**src/rtl/spi_ready_pkg.sv**
```systemverilog
`timescale 1ns/1ps
// Package: shared types and default opcodes for the serial slave port.
package spi_ready_pkg;

    // Level of the shared ready line: high idle, low pending, or high re-arm pulse.
    typedef enum logic [1:0] {
        LINE_HIGH  = 2'd0,
        LINE_LOW   = 2'd1,
        LINE_REARM = 2'd2
    } line_state_e;

    localparam logic [7:0] OPC_NOP  = 8'h00;
    localparam logic [7:0] OPC_READ = 8'h01;

endpackage

```
**src/rtl/spi_sync_bit.sv**
```systemverilog
`timescale 1ns/1ps
// Module: spi_sync_bit
// Brings one asynchronous input into the clk domain through a flop chain.
// Assumes STAGES >= 2. RST_VAL is the idle level of the input.
module spi_sync_bit #(
    parameter int   STAGES  = 2,
    parameter logic RST_VAL = 1'b0
) (
    input  logic clk,
    input  logic rst_n,
    input  logic d_async,
    output logic q
);

    logic [STAGES-1:0] chain;

    // Shift the raw input through the chain; reset loads the idle level.
    always_ff @(posedge clk) begin
        if (!rst_n) begin
            chain <= {STAGES{RST_VAL}};
        end else begin
            chain <= {chain[STAGES-2:0], d_async};
        end
    end

    assign q = chain[STAGES-1];

endmodule

```
**src/rtl/spi_cmd_decode.sv**
```systemverilog
`timescale 1ns/1ps
// Module: spi_cmd_decode
// Collects a CMD_W-bit command from MOSI on synchronized SCLK rising edges,
// MSB first, while the slave is selected and no result is being shifted.
// When the last bit arrives, it pulses read_load if the command is OP_READ,
// and cmd_clear for every other command.
// Assumes CMD_W >= 3 and clean single-cycle edge pulses.
module spi_cmd_decode #(
    parameter int               CMD_W   = 8,
    parameter logic [CMD_W-1:0] OP_READ = 8'h01
) (
    input  logic clk,
    input  logic rst_n,
    input  logic ss_act,
    input  logic sclk_rise,
    input  logic mosi_s,
    input  logic busy,
    output logic read_load,
    output logic cmd_clear
);

    localparam int CNT_W = $clog2(CMD_W);

    logic [CMD_W-2:0] cmd_sr;
    logic [CNT_W-1:0] bit_cnt;
    logic [CMD_W-1:0] cmd_full;

    assign cmd_full = {cmd_sr, mosi_s};

    // Shift command bits, count them, and decode on the final bit.
    always_ff @(posedge clk) begin
        if (!rst_n) begin
            cmd_sr    <= '0;
            bit_cnt   <= '0;
            read_load <= 1'b0;
            cmd_clear <= 1'b0;
        end else begin
            read_load <= 1'b0;
            cmd_clear <= 1'b0;
            if (!ss_act) begin
                bit_cnt <= '0;
            end else if (sclk_rise && !busy) begin
                cmd_sr <= cmd_full[CMD_W-2:0];
                if (bit_cnt == CNT_W'(CMD_W-1)) begin
                    bit_cnt <= '0;
                    if (cmd_full == OP_READ) begin
                        read_load <= 1'b1;
                    end else begin
                        cmd_clear <= 1'b1;
                    end
                end else begin
                    bit_cnt <= bit_cnt + 1'b1;
                end
            end
        end
    end

endmodule

```
**src/rtl/spi_tx_shift.sv**
```systemverilog
`timescale 1ns/1ps
// Module: spi_tx_shift
// Output shift register for the result word. On load it presents the MSB at
// once. It skips the first falling edge (the one closing the command byte),
// then shifts on each later falling edge. The data phase ends after DATA_W
// rising edges, or when the slave is deselected.
// Assumes rise and fall pulses never coincide.
module spi_tx_shift #(
    parameter int DATA_W = 16
) (
    input  logic              clk,
    input  logic              rst_n,
    input  logic              ss_act,
    input  logic              sclk_rise,
    input  logic              sclk_fall,
    input  logic              load,
    input  logic [DATA_W-1:0] load_data,
    output logic              active_o,
    output logic              bit_o
);

    localparam int CNT_W = $clog2(DATA_W);

    logic [DATA_W-1:0] tx_sr;
    logic [CNT_W-1:0]  rise_cnt;
    logic              skip_fall;

    // Load, shift on falling edges, and count rising edges of the data phase.
    always_ff @(posedge clk) begin
        if (!rst_n) begin
            tx_sr     <= '0;
            rise_cnt  <= '0;
            skip_fall <= 1'b0;
            active_o  <= 1'b0;
        end else if (!ss_act) begin
            tx_sr     <= '0;
            rise_cnt  <= '0;
            skip_fall <= 1'b0;
            active_o  <= 1'b0;
        end else if (load) begin
            tx_sr     <= load_data;
            rise_cnt  <= '0;
            skip_fall <= 1'b1;
            active_o  <= 1'b1;
        end else if (active_o) begin
            if (sclk_fall) begin
                if (skip_fall) begin
                    skip_fall <= 1'b0;
                end else begin
                    tx_sr <= {tx_sr[DATA_W-2:0], 1'b0};
                end
            end
            if (sclk_rise) begin
                if (rise_cnt == CNT_W'(DATA_W-1)) begin
                    rise_cnt <= '0;
                    active_o <= 1'b0;
                end else begin
                    rise_cnt <= rise_cnt + 1'b1;
                end
            end
        end
    end

    assign bit_o = tx_sr[DATA_W-1];

endmodule

```
**src/rtl/spi_ready_line.sv**
```systemverilog
`timescale 1ns/1ps
// Module: spi_ready_line
// Holds the level of the shared ready line (1 = nothing pending).
// A strobe from high drives it low. A strobe while low (or re-arming) lifts
// it high for REARM_CYC cycles and then drops it, so a new falling edge
// appears. A clear request returns it high. A strobe outranks a clear.
// Assumes REARM_CYC >= 1.
module spi_ready_line
    import spi_ready_pkg::*;
#(
    parameter int REARM_CYC = 2
) (
    input  logic        clk,
    input  logic        rst_n,
    input  logic        eoc,
    input  logic        clr,
    output line_state_e state_o,
    output logic        line_o
);

    localparam int CW = (REARM_CYC > 1) ? $clog2(REARM_CYC) : 1;

    logic [CW-1:0] hold_cnt;

    // Advance the line state on strobes, clears and re-arm countdown.
    always_ff @(posedge clk) begin
        if (!rst_n) begin
            state_o  <= LINE_HIGH;
            hold_cnt <= '0;
        end else if (eoc) begin
            if (state_o == LINE_HIGH) begin
                state_o <= LINE_LOW;
            end else begin
                state_o  <= LINE_REARM;
                hold_cnt <= CW'(REARM_CYC-1);
            end
        end else if (clr) begin
            state_o <= LINE_HIGH;
        end else if (state_o == LINE_REARM) begin
            if (hold_cnt == '0) begin
                state_o <= LINE_LOW;
            end else begin
                hold_cnt <= hold_cnt - 1'b1;
            end
        end
    end

    assign line_o = (state_o != LINE_LOW);

endmodule

```
**src/rtl/spi_ready_slave.sv**
```systemverilog
`timescale 1ns/1ps
// Module: spi_ready_slave (top)
// Four-wire serial slave returning a conversion result on command. MISO can
// double as an active-low result-ready line, and a separate READY output
// shows the same flag with the opposite polarity.
// Assumes ss_n, sclk and mosi are slow relative to clk (several clk cycles
// per level) and eoc_strobe is a single-cycle pulse in the clk domain.
module spi_ready_slave
    import spi_ready_pkg::*;
#(
    parameter int               DATA_W      = 16,
    parameter int               CMD_W       = 8,
    parameter int               SYNC_STAGES = 2,
    parameter int               REARM_CYC   = 2,
    parameter logic [CMD_W-1:0] OP_READ     = CMD_W'(OPC_READ)
) (
    input  logic              clk,
    input  logic              rst_n,
    input  logic              cfg_combined,
    input  logic              ss_n,
    input  logic              sclk,
    input  logic              mosi,
    input  logic              eoc_strobe,
    input  logic [DATA_W-1:0] eoc_data,
    output logic              miso,
    output logic              miso_oe,
    output logic              ready
);

    localparam int             N_SYNC   = 3;
    localparam logic [N_SYNC-1:0] SYNC_RST = 3'b100;

    logic [N_SYNC-1:0] async_vec;
    logic [N_SYNC-1:0] sync_vec;
    logic              sclk_prev;
    logic              sclk_rise;
    logic              sclk_fall;
    logic              ss_act;
    logic [DATA_W-1:0] hold_q;
    logic              read_load;
    logic              cmd_clear;
    logic              tx_active;
    logic              tx_bit;
    logic              ready_line;
    line_state_e       rdy_state;

    assign async_vec = {ss_n, sclk, mosi};

    // One synchronizer per serial input; SS idles high, the others low.
    for (genvar g = 0; g < N_SYNC; g++) begin : g_sync
        spi_sync_bit #(
            .STAGES  (SYNC_STAGES),
            .RST_VAL (SYNC_RST[g])
        ) u_sync (
            .clk     (clk),
            .rst_n   (rst_n),
            .d_async (async_vec[g]),
            .q       (sync_vec[g])
        );
    end

    assign ss_act = ~sync_vec[2];

    // Remember the previous synchronized SCLK level for edge detection.
    always_ff @(posedge clk) begin
        if (!rst_n) begin
            sclk_prev <= 1'b0;
        end else begin
            sclk_prev <= sync_vec[1];
        end
    end

    assign sclk_rise = sync_vec[1] & ~sclk_prev;
    assign sclk_fall = ~sync_vec[1] & sclk_prev;

    // Capture each conversion result when its strobe fires.
    always_ff @(posedge clk) begin
        if (!rst_n) begin
            hold_q <= '0;
        end else if (eoc_strobe) begin
            hold_q <= eoc_data;
        end
    end

    spi_cmd_decode #(
        .CMD_W   (CMD_W),
        .OP_READ (OP_READ)
    ) u_cmd (
        .clk       (clk),
        .rst_n     (rst_n),
        .ss_act    (ss_act),
        .sclk_rise (sclk_rise),
        .mosi_s    (sync_vec[0]),
        .busy      (tx_active),
        .read_load (read_load),
        .cmd_clear (cmd_clear)
    );

    spi_tx_shift #(
        .DATA_W (DATA_W)
    ) u_tx (
        .clk       (clk),
        .rst_n     (rst_n),
        .ss_act    (ss_act),
        .sclk_rise (sclk_rise),
        .sclk_fall (sclk_fall),
        .load      (read_load),
        .load_data (hold_q),
        .active_o  (tx_active),
        .bit_o     (tx_bit)
    );

    spi_ready_line #(
        .REARM_CYC (REARM_CYC)
    ) u_ready (
        .clk     (clk),
        .rst_n   (rst_n),
        .eoc     (eoc_strobe),
        .clr     (cmd_clear),
        .state_o (rdy_state),
        .line_o  (ready_line)
    );

    // Pin drive: data bits while shifting, otherwise ready level or zero.
    always_comb begin
        miso_oe = ss_act;
        if (tx_active) begin
            miso = tx_bit;
        end else begin
            miso = cfg_combined & ready_line;
        end
        ready = ~ready_line;
    end

endmodule

```
**config.mk**
```make
export PLATFORM = sky130hd
export DESIGN_NAME = spi_ready_slave
export DESIGN_NICKNAME = d
export VERILOG_FILES = /design/src/rtl/spi_ready_pkg.sv /design/src/rtl/spi_sync_bit.sv /design/src/rtl/spi_cmd_decode.sv /design/src/rtl/spi_tx_shift.sv /design/src/rtl/spi_ready_line.sv /design/src/rtl/spi_ready_slave.sv
export SDC_FILE = /design/constraint.sdc
export NUM_CORES = 1
export LEC_CHECK = 0
export BUFFER_PORTS_ARGS = -buffer_cell sky130_fd_sc_hd__buf_2
export CAP_MARGIN = 20
export CELL_PAD_IN_SITES_DETAIL_PLACEMENT = 0
export CELL_PAD_IN_SITES_GLOBAL_PLACEMENT = 1
export CORE_MARGIN = 2
export CORE_UTILIZATION = 41
export DETAILED_ROUTE_END_ITERATION = 6
export GPL_TIMING_DRIVEN = 0
export HOLD_SLACK_MARGIN = 0.1
export PLACE_DENSITY = 0.82
export SYNTH_ARGS = -nofsm -noshare
export SYNTH_HDL_FRONTEND = slang
export SYNTH_HIERARCHICAL = 1
export SYNTH_SLANG_ARGS = --single-unit
```
**constraint.sdc**
```tcl
create_clock -name clk -period 1.4 [get_ports clk]
set_clock_uncertainty 0.15 [all_clocks]
set_input_delay 0.14 -clock clk [delete_from_list [all_inputs] [get_ports clk]]
set_output_delay 0.14 -clock clk [all_outputs]
set_load 0.005 [all_outputs]
```
Word-level counts from Yosys, hierarchy flattened:

Index checks and enable logic that the tools add are counted.
Widths: inputs -> output; s select.

* divide/modulo/power cells: 0
* equal/unequal tests: 9
* $lt $le $gt $ge: 0
* reduce and logical (&&, ||, !) cells: 16
* multiplexer cells: 26
* bitwise operators: 10
* shift-type cells: 0
* add/subtract/negate cells: 3
* multiply operators: 0

Operators with widths (number)
* $mux 16: 4
* $mux 1: 15
* $mux 2: 5
* $eq 8x1->1 const B: 1
* $reduce_and 2->1: 4
* $not 1->1: 7
* $ne 2x2->1 const B: 3
* $reduce_and 3->1: 2
* $reduce_bool 2->1: 3
* $add 4x1->4 const B: 1
* $eq 4x4->1 const B: 1
* $mux 4: 1
* $reduce_or 4->1: 1
* $add 3x1->3 const B: 1
* $and 1x1->1: 3
* $eq 3x3->1 const B: 1
* $mux 3: 1
* $ne 3x3->1 const B: 1
* $reduce_bool 3->1: 1
* $reduce_or 3->1: 1
* $eq 2x2->1 const B: 1
* $logic_not 2->1: 1
* $ne 2x1->1 const B: 1
* $reduce_or 2->1: 1
* 3 further kinds: 3

* output and inout port bits: 3
* bits in read-only memories: 0
* word-level logic and storage cells: 79
* latch bits: 0
* memories: 0
* bits in registers: 60
* bits in writable memories: 0
* bits of input ports: 23

Logic depth before layout (Yosys ltp):

Gate-level depths: netlist (run 1).

* depth after elaboration: 5
* mapped depth: 6

Hierarchy:

The synthesis (run 1) kept the hierarchy.

By module, submodules not included
* spi_tx_shift: cells an instance 103, times used 1, area each 987.2 sq um
* spi_ready_slave: cells an instance 60, times used 1, area each 674.4 sq um
* spi_cmd_decode: cells an instance 54, times used 1, area each 545.5 sq um
* spi_sync_bit: cells an instance 4, times used 3, area each 52.6 sq um
* spi_ready_line: cells an instance 17, times used 1, area each 142.6 sq um

Least setup slack after synthesis (run 1):

OpenSTA, ideal clock, no wires.

* path kind: flip-flop to flip-flop
* from: reg g_sync[1].u_sync.chain[1]
* to: reg u_tx.rise_cnt[0]
* stages on the path, launching flop included: 5
* arrival time: 1320 ps
* path buffers: 0
* setup slack: -150 ps
* path through: dfxtp_1 > nor2b_1 > nand2_1 > a311o_1 > a211oi_2

* cells in the longest elaborated chain, start to end: 2

Ends and longest elaborated chain
* start, declared: RTL line spi_sync_bit.sv:15 `logic [STAGES-1:0] chain;`
* start signal, assigned: RTL line spi_sync_bit.sv:20 `chain <= {STAGES{RST_VAL}};`
* start signal, assigned: RTL line spi_sync_bit.sv:22 `chain <= {chain[STAGES-2:0], d_async};`
* $and 1x1->1: RTL line spi_ready_slave.sv:73 `assign sclk_rise = sync_vec[1] & ~sclk_prev;`
* named net sclk_rise: RTL line spi_ready_slave.sv:36 `logic sclk_rise;`
* $reduce_and 2->1 (no source line)
* end signal, assigned: RTL line spi_tx_shift.sv:58 `rise_cnt <= rise_cnt + 1'b1;`
* end, declared: RTL line spi_tx_shift.sv:25 `logic [CNT_W-1:0] rise_cnt;`

The timed path passes the listed nets, and every way through them passes these cells.
A chain may end at the register's enable or synchronous reset.

Final worst setup path (run 1):

* from: reg sclk_prev
* to: reg u_tx.rise_cnt[0]

* cells in the longest elaborated chain, start to end: 3

Ends and longest elaborated chain
* start, declared: RTL line spi_ready_slave.sv:35 `logic sclk_prev;`
* start signal, assigned: RTL line spi_ready_slave.sv:69 `sclk_prev <= sync_vec[1];`
* $not 1->1: RTL line spi_ready_slave.sv:73
* $and 1x1->1: RTL line spi_ready_slave.sv:73
* named net sclk_rise: RTL line spi_ready_slave.sv:36
* $reduce_and 2->1 (no source line)

The timed path passes the listed nets, and every way through them passes these cells.

==> results of run 1 <==
metrics by stage:
| step | utilization [%] | area, sq um | std cells | total power [W] | setup WS, ns |
|---|---|---|---|---|---|
| 2_1_floorplan | - | 2510 | 246 | 0.00193 | -0.0307 |
| 3_3_place_gp | 46.1 | 2730 | 346 | 0.00200 | -0.161 |
| 3_5_place_dp | 46.1 | 2730 | 346 | 0.00200 | -0.177 |
| 4_1_cts | 54.1 | 3200 | 388 | 0.00354 | -0.0328 |
| 5_1_grt | 55.9 | 3310 | 392 | 0.00366 | -0.123 |
| 6_report | 55.9 | 3310 | 392 | 0.00351 | -0.0571 |
synthesized netlist by cell type (2+ instances only):
cell type	n	area share, %
dfxtp_1	60	48
buf_4	2	0.60
mux2i_1	35	14
inv_1	5	0.75
nand2_1	19	2.8
ha_1	3	1.5
and2_1	5	1.2
a21oi_1	7	1.4
o21ai_0	2	0.40
clkbuf_1	4	0.60
buf_6	3	1.3
nor2b_1	18	4.5
nor2_1	24	3.6
buf_2	3	0.60
nand3_1	10	2.0
o21ai_2	7	2.4
buf_12	2	1.6
nor3_1	2	0.40
a211oi_1	16	4.8
nand2b_1	3	0.75
worst min-delay path: cells and delay by family:
kind | cells | cell delay [ns]
and+or+nand+nor | 2 | 0.24
buffers and inverters | 1 | 0.15
path summary, 6_finish.rpt:
check                                    to  slack (ns)
hold / removal             u_tx/rise_cnt[3]         0.1
setup reg to reg           u_tx/rise_cnt[0]       -0.06
hold reg to reg   g_sync[1].u_sync/chain[1]        0.29
setup / recovery           u_tx/rise_cnt[0]       -0.06
per-layer routing:
metal / GRT usage [%] / share of wire (%) / up-vias
met5: 0 / 0 / -
met4: 10.0 / 2.2 / 0
met3: 3.26 / 2.3 / 9
met2: 24.2 / 43 / 28
met1: 20.5 / 52 / 854
li1: - / - / 989
power groups by stage:
| stage | Clock [W] | Sequential [W] | Combinational (W) |
|---|---|---|---|
| 2_1_floorplan | 0 | 0.00181 | 0.000125 |
| 3_3_place_gp | 0 | 0.00181 | 0.000186 |
| 3_5_place_dp | 0 | 0.00181 | 0.000189 |
| 4_1_cts | 0.00151 | 0.00178 | 0.000254 |
| 5_1_grt | 0.00159 | 0.00178 | 0.000289 |
| 6_report | 0.00147 | 0.00178 | 0.000263 |
cell type report:
class / count / area, sq um
clock buffers: 11 / 131
inverters: 5 / 18.8
repair buffers: 55 / 448
fillers: 527 / 2610
multi-input cells: 167 / 1220
plain buffers: 14 / 138
flip-flops and latches: 60 / 1210
well taps: 75 / 93.8
clock inverters: 5 / 52.6
cell families (layout without fill, tap and decap cells):
| family | after synthesis | in the layout | synth area share [%] |
|---|---|---|---|
| multiplexers | 35 | 35 | 14.0 |
| adder cells (fa/ha/maj) | 3 | 3 | 1.50 |
| buffers and inverters | 19 | 90 | 5.49 |
| AND/OR/NAND/NOR | 91 | 91 | 19.8 |
| AO/OA/AOI/OAI | 37 | 37 | 11.0 |
| XOR/XNOR | 1 | 1 | 0.349 |
| flip-flops | 60 | 60 | 47.9 |
state kept, by name, summed over array words and instances (netlist names):
name,cells
u_tx/rise_cnt,4
u_cmd/read_load,1
u_tx/skip_fall,1
u_tx/tx_sr,16
u_tx/active_o,1
u_ready/state_o,2
u_cmd/bit_cnt,3
u_cmd/cmd_clear,1
u_ready/hold_cnt,1
sclk_prev,1
hold_q,16
g_sync.u_sync/chain,6
u_cmd/cmd_sr,7
what timing repair did:
item	in CTS	in global routing
hold buffers	24	0
gates cloned	0	2
endpoints found under the setup margin	16	29
pin swaps	10	2
setup buffers	2	2
gates resized for setup	13	18
endpoints found under the hold margin	25	0
==> impl_results.md, run 1 <==
* Status: finished, violations left
* Failing checks: negative setup slack
* DIE AREA at 6760 sq um
* DRT Pass-1 Iters at 4
* Std-Cell Rows at 28
* Clock sink count at 60
* Worst Path Buf+Inv at 1
* Ant. Diodes at 0
* Max-slew violation count at 0
* CTS tree: built
* Max clock buf depth at 2
* Static leakage at 1.45 nW
* Worst Setup Start Kind: flip-flop
* Final Cycle Share at 104%
* Final wirelength at 4.97 mm
* Core area at 5920 sq um
* GR Overflow Total at 0
* Largest stage delay, worst path at 0.37 ns
* I/O Buffers at 25
* Pin count of the biggest net entering global routing at 13
* Distinct cell type count after synthesis at 36
* Initial Utilization at 42.3%
* Setup WS post-layout at -0.0571 ns
* Post-DP HPWL at 3.00 mm
* Number of H-tree levels at 3
* Die H at 82.2 microns
* Endpoints failing setup at 4
* CP endpoint kind: flip-flop
* Worst rel slew slack at 68.8%
* Crit path depth at 5
* Via density per instance at 4.80
* Power Dens Cells at 1060 nW/um^2
* Area delta synth->final at 32.1%
* CP required at 1.51 ns
* Delay-heaviest family, CP: compound AO/OA/AOI/OAI gates
* Commonest cells after routing, fill and taps aside: dfxtp_1, mux2i_1, buf_2
* Sequential power share at 50.7%
* Gpl congestion at 0.720
* Syn nets at 272
* GRT Util Overall at 15.9%
* Unrepaired setup endpoints after global routing: true
* Hold Path Depth at 3
* Clock slew at reported path FFs at 0.07 ns
* Critical Path AT at 1.56 ns
* Fmax at 0.686 GHz
* Hold path start: rst_n
* Logic pwr share at 7.5%
* WL/cell at 12.7 microns
* Min cycle time layout at 1.46 ns
* Max-Cap Viols at 0
* Initial antenna violation count at 0
* EDFF count, synth at 0
* Setup TNS at -0.100 ns
* P_sw at 0.000790 W
* Post-route DRC at 0
* Power Internal at 0.00272 W
* Crit path max fanout at 5
* Synthesis-stage register bit count at 60
* Peak supply drop at 690 uV
* Hold Path Class: in -> reg
* Most common cell after layout, fill and taps aside: dfxtp_1
* Nets at 338
* Slew @ Worst Pin at 0.468 ns
* Clock Tree Root: clkbuf_8
* Final Hold Fails at 0
* Cell Chain, Critical Path: buf_4 -> nor2b_4 -> nand2_1 -> a311o_1 -> a211oi_2
* Register area share after synthesis at 47.9%
* Clock power frac at 41.8%
* Slowest stage cell, crit path: a311o_1
* # IOs at 26
* Sw Ratio at 22.5%
* R2r worst-path depth at 5
* Worst setup path startpoint: sclk_prev
* CTS buffer count at 9
* Via Count at 1880
* Share of layout cells above drive strength 1 at 27.4%
* Vias in the first global route at 1764
* FF-to-FF Start: sclk_prev
* Die width at 82.2 microns
* Post-Syn Area per Cell at 10.2 sq um
* FFs w/ async S/R, synth at 0%
* Syn Std Cell Area at 2510 sq um
* Hold_ws at 0.0991 ns
* ANT nets after route at 0
* CP Class: reg -> reg
* First-pass GRT wire length at 7.98 mm
* Drt initial violations at 88
* Post-synth top flop: dfxtp_1
* Later-pin clock latency in the skew report at 0.33 ns
* Cells after Synth at 246
* Yosys Warn Count at 6
Note: power is estimated with default switching activity, not from simulation.
==> run 2: changes to the inputs <==
==> constraint.sdc (replaced) <==
create_clock -name clk -period 1.4 [get_ports clk]
set_clock_uncertainty 0.15 [all_clocks]
set_input_delay 0.07 -clock clk [delete_from_list [all_inputs] [get_ports clk]]
set_output_delay 0.07 -clock clk [all_outputs]
set_load 0.005 [all_outputs]
==> run 2 against run 1 <==
The flow still finishes with violations (negative setup slack). Via count up 1.5%. Sequential cell count unchanged. Register-to-register slack better by 0.04 ns. Critical path depth up 1. First-iteration DRC count up 2.3%. Die area unchanged. Sequential power about the same. Clock power about the same. Critical path type unchanged.
==> impl_results.md, run 2 (synthesis gave the netlist of run 1 again) <==
* Status: finished, violations left
* Failing checks: negative setup slack
* DRT Pass-1 Iters at 4
* Min cycle time layout at 1.42 ns
* Endpoints failing setup at 2
* Max clock buf depth at 2
* Static leakage at 1.47 nW
* Via Count at 1909
* Sw Ratio at 22.4%
* WL/cell at 12.7 microns
* Clock power frac at 41.7%
* Peak supply drop at 683 uV
* Std-Cell Rows at 28
* Vias in the first global route at 1775
* Critical Path AT at 1.49 ns
* Setup WS post-layout at -0.0200 ns
* ANT nets after route at 0
* R2r setup slk at -0.02 ns
* Clock Tree Root: clkbuf_8
* CP endpoint kind: flip-flop
* Drt initial violations at 90
* P_sw at 0.000785 W
* Later-pin clock latency in the skew report at 0.33 ns
* DIE AREA at 6760 sq um
* Worst rel slew slack at 72.5%
* Die H at 82.2 microns
* Ant. Diodes at 0
* Commonest cells after routing, fill and taps aside: dfxtp_1, mux2i_1, buf_2
* FF-to-FF Start: sclk_prev
* Initial Utilization at 42.3%
* Max-slew violation count at 0
* Power Internal at 0.00272 W
* CP Class: reg -> reg
* Hold Path Depth at 3
* Crit path depth at 6
* Fmax at 0.704 GHz
* CTS tree: built
* Logic pwr share at 7.6%
* Max-Cap Viols at 0
* Slew @ Worst Pin at 0.413 ns
* Fin area at 3350 sq um
* R2r worst-path depth at 6
* Gpl congestion at 0.720
* Area after DPL at 2730 sq um
* Slowest stage cell, crit path: dfxtp_2
* Nets at 342
* CTS buffer count at 9
* First-pass GRT wire length at 8.01 mm
* GRT Util Overall at 16.1%
* Final Cycle Share at 101%
* Crit path max fanout at 4
* Worst Setup Start Kind: flip-flop
* Post-DP HPWL at 3.00 mm
* Pin count of the biggest net entering global routing at 15
* Final Hold Fails at 0
* Most common cell after layout, fill and taps aside: dfxtp_1
* Area delta synth->final at 33.7%
* Sequential power share at 50.7%
* Via density per instance at 4.82
* Core area at 5920 sq um
* Initial antenna violation count at 0
* CP required at 1.47 ns
* Number of H-tree levels at 3
* Post-route DRC at 0
* Die width at 82.2 microns
* Cell Chain, Critical Path: buf_4 -> nor2b_4 -> buf_6 -> and2b_4 -> mux2i_1 -> nor2_1
* PnR Total Power at 0.00351 W
* Worst Path Buf+Inv at 2
* Unrepaired setup endpoints after global routing: true
* Reg2Reg Capture Point: u_cmd/bit_cnt[1]
* Clock sink count at 60
* # IOs at 26
* Hold Path Class: in -> reg
* Power Dens Cells at 1050 nW/um^2
* Delay-heaviest family, CP: simple AND/OR/NAND/NOR gates
* Largest registers: hold_q x16, u_tx/tx_sr x16, u_cmd/cmd_sr x7
* Share of layout cells above drive strength 1 at 28.0%
* Final core utilization at 56.6%
* I/O Buffers at 25
* Final wirelength at 5.04 mm
* Clock slew at reported path FFs at 0.07 ns
* Worst hold path endpoint: u_tx/rise_cnt[3]
* Largest stage delay, worst path at 0.32 ns
* Hold path start: rst_n
* Hold_ws at 0.0564 ns
* GR Overflow Total at 0
## run 2: cell types whose count changed in the layout (fill, tap and decap cells not counted), sizes merged
cell / change
dlygate4sd3: +2
buf: +2
## run 2: through the flow
stage          setup slack (ns)  TNS (ns)  std cells
5_1_grt                  -0.117     -1.04        396
3_5_place_dp             -0.177     -1.13        346
3_3_place_gp             -0.161    -0.839        346
6_report                -0.0200   -0.0391        396
4_1_cts                 -0.0328    -0.203        395
2_1_floorplan           -0.0307    -0.129        246
## run 2: area by class of cell
cell class	count	area [sq um]
well taps	75	93.8
inverters	5	18.8
plain buffers	14	138
fillers	524	2570
flip-flops and latches	60	1210
clock buffers	11	131
repair buffers	59	487
clock inverters	5	52.6
multi-input cells	167	1220
## run 2: timing repair
item                                   4_1_cts  5_1_grt
gates resized for setup                     10       22
pin swaps                                    9        4
setup endpoints to repair                   16       37
setup buffers                                2        4
gates cloned                                 0        2
hold buffers                                31        1
endpoints found under the hold margin       25        6
## run 2: worst max path at each step
stage / slack, ns / startpoint / end
after CTS: -0.03 / sclk_prev / u_tx/tx_sr[14]
final: -0.02 / sclk_prev / u_cmd/bit_cnt[1]
after global placement: -0.16 / g_sync[1].u_sync/chain[1] / u_tx/rise_cnt[0]
after detailed placement: -0.18 / g_sync[1].u_sync/chain[1] / u_tx/rise_cnt[0]
after global routing: -0.12 / sclk_prev / u_tx/tx_sr[10]
after floorplan: -0.03 / g_sync[1].u_sync/chain[1] / u_tx/rise_cnt[0]
## run 2: worst min-delay path: stages
cell	delay, ns
buf_2	0.17
nand2_1	0.18
nor4b_2	0.07
## run 2: per-layer routing
layer	share of wire [%]	track usage, %	up-vias
li1	-	-	1001
met1	51	20.7	871
met2	44	24.5	28
met3	2.1	3.26	9
met4	2.2	10.0	0
met5	0	0	-
## run 2: power groups by stage
stage	Combinational (W)	Clock [W]	Sequential, W
floorplan	0.000125	0	0.00181
global placement	0.000186	0	0.00181
detailed placement	0.000189	0	0.00181
CTS	0.000265	0.00151	0.00178
global route	0.000293	0.00159	0.00178
finish	0.000266	0.00146	0.00178
==> run 3: changes to the inputs <==
PLACE_DENSITY = default   (was 0.82)
PLACE_DENSITY_LB_ADDON = 0.1   (was default)
RECOVER_POWER = 25   (was default)
==> run 3 against run 2 <==
The run ends with negative hold slack, negative setup slack left. Hold slack got worse by 0.089 ns. Design area is 0.41% lower. Utilization down 0.23 points. Sequential cell count is the same. Sequential share of layout area is 0.11 points higher. Non-clock buffer count increased by 2. Sequential power is essentially flat. Final cell count down 0.76%. Count of clock-buffer cells in the layout unchanged. Register-to-register slack about the same. Global-route usage is 0.70 points higher. Critical path type unchanged. Critical endpoint is now u_tx/tx_sr[3]. Largest power group unchanged.
==> impl_results.md, run 3 (synthesis gave the netlist of run 1 again) <==
* Hold_ws at -0.0325 ns
* Die width at 82.2 microns
* Status: finished, violations left
* Number of H-tree levels at 3
* Via density per instance at 4.88
* Gpl congestion at 0.709
* Worst Path Buf+Inv at 2
* Hold Path Class: in -> reg
* Die H at 82.2 microns
* Post-route DRC at 0
* Final wirelength at 5.13 mm
* Std-Cell Rows at 28
* Multi-input logic area at 1220 sq um
* GRT Util Overall at 16.8%
* Pin count of the biggest net entering global routing at 15
* DRT Pass-1 Iters at 4
* Clock slew at reported path FFs at 0.06 ns
* Max-slew violation count at 0
* Max clock buf depth at 2
* Final core utilization at 56.4%
* CP endpoint kind: flip-flop
* Initial Utilization at 42.3%
* Place WS at -0.179 ns
* I/O Buffers at 25
* Share of layout cells above drive strength 1 at 28.3%
* Later-pin clock latency in the skew report at 0.33 ns
* Clock Tree Root: clkbuf_8
* Largest stage delay, worst path at 0.33 ns
* Most common cell after layout, fill and taps aside: dfxtp_1
* CP Class: reg -> reg
* Static leakage at 1.50 nW
* Hold Buf Count CTS at 31
* Post-DP HPWL at 3.18 mm
* Max-Cap Viols at 0
* DIE AREA at 6760 sq um
* WL/cell at 13.0 microns
* GR Overflow Total at 0
* Critical Path AT at 1.50 ns
* Drt initial violations at 88
* CTS tree: built
* Commonest cells after routing, fill and taps aside: dfxtp_1, mux2i_1, buf_2
* Worst rel slew slack at 69.4%
* Slowest stage cell, crit path: dfxtp_2
* # fillers at 531
* Area delta synth->final at 33.1%
* Register area at 1210 sq um
* Endpoints failing setup at 4
* CTS buffer count at 9
* Largest registers: hold_q x16, u_tx/tx_sr x16, u_cmd/cmd_sr x7
* Failing checks: negative hold slack, negative setup slack
* Setup WS post-layout at -0.0127 ns
* Ant. Diodes at 0
* Clock sink count at 60
* Vias in the first global route at 1794
* Core area at 5920 sq um
* Cell Chain, Critical Path: nor2b_4 -> nand3b_4 -> buf_8 -> buf_12 -> mux2i_1 -> a211oi_1
* Final Cycle Share at 101%
* Unrepaired setup endpoints after global routing: true
* Initial antenna violation count at 0
* # IOs at 26
* Worst Setup Start Kind: flip-flop
* Fmax at 0.708 GHz
* Crit path max fanout at 6
* Final Hold Fails at 7
* First-pass GRT wire length at 8.47 mm
* Nets at 344
* Peak supply drop at 643 uV
* Power Dens Cells at 989 nW/um^2
* CP required at 1.49 ns
* Via Count at 1916
* Min cycle time layout at 1.41 ns
* Delay-heaviest family, CP: flip-flops
* Slew @ Worst Pin at 0.459 ns
* ANT nets after route at 0
-- run 3: through the flow --
stage	instances	total power (W)	hold slack, ns	setup TNS, ns	cell area (sq um)
2_1_floorplan	246	0.00193	-0.00696	-0.129	2510
3_3_place_gp	346	0.00201	0.103	-1.19	2730
3_5_place_dp	346	0.00201	0.106	-1.33	2730
4_1_cts	398	0.00337	0.0687	-0.0183	3350
5_1_grt	393	0.00346	-0.0153	-1.13	3340
6_report	393	0.00330	-0.0325	-0.0275	3340
-- run 3: area by class of cell --
cell class / count / share of cell area, %
Clock buffer: 11 / 4.54
Sequential cell: 60 / 36.1
Timing Repair Buffer: 61 / 15.3
Tap cell: 75 / 2.81
Buffer: 14 / 4.05
Inverter: 5 / 0.562
Multi-Input combinational cell: 167 / 36.7
-- run 3: metal layers --
| layer | GRT usage (%) | vias to the layer above | wire (microns) | share of wire [%] |
|---|---|---|---|---|
| met5 | 0 | - | 0 | 0 |
| met4 | 6.50 | 0 | 55 | 1.1 |
| met3 | 5.22 | 6 | 187 | 3.6 |
| met2 | 27.3 | 28 | 2440 | 48 |
| met1 | 20.6 | 885 | 2440 | 48 |
| li1 | - | 997 | - | - |
-- run 3: repair_timing --
item                       in CTS  in global routing
setup buffers                   9                  1
gates resized for setup        18                  7
gates cloned                    1                  1
pin swaps                      15                  5
hold endpoints to repair       25                  9
setup endpoints to repair      24                 34
-- run 3: final timing paths --
path / start / endpoint / slack (ns) / depth (start not counted)
max reg2reg: sclk_prev / u_tx/tx_sr[3] / -0.01 / 6
min reg2reg: g_sync[2].u_sync/chain[0] / g_sync[2].u_sync/chain[1] / 0.26 / 1
max: sclk_prev / u_tx/tx_sr[3] / -0.01 / 6
min: rst_n / hold_q[11] / -0.03 / 2
-- run 3: report_power, final --
group | leakage (nW) | switching (W) | internal, W | total [W]
Clock | 0.0791 | 0.000576 | 0.000689 | 0.00126
Sequential | 0.490 | 0.0000261 | 0.00175 | 0.00178
Combinational | 0.932 | 0.000107 | 0.000153 | 0.000260
Total | 1.50 | 0.000709 | 0.00259 | 0.00330
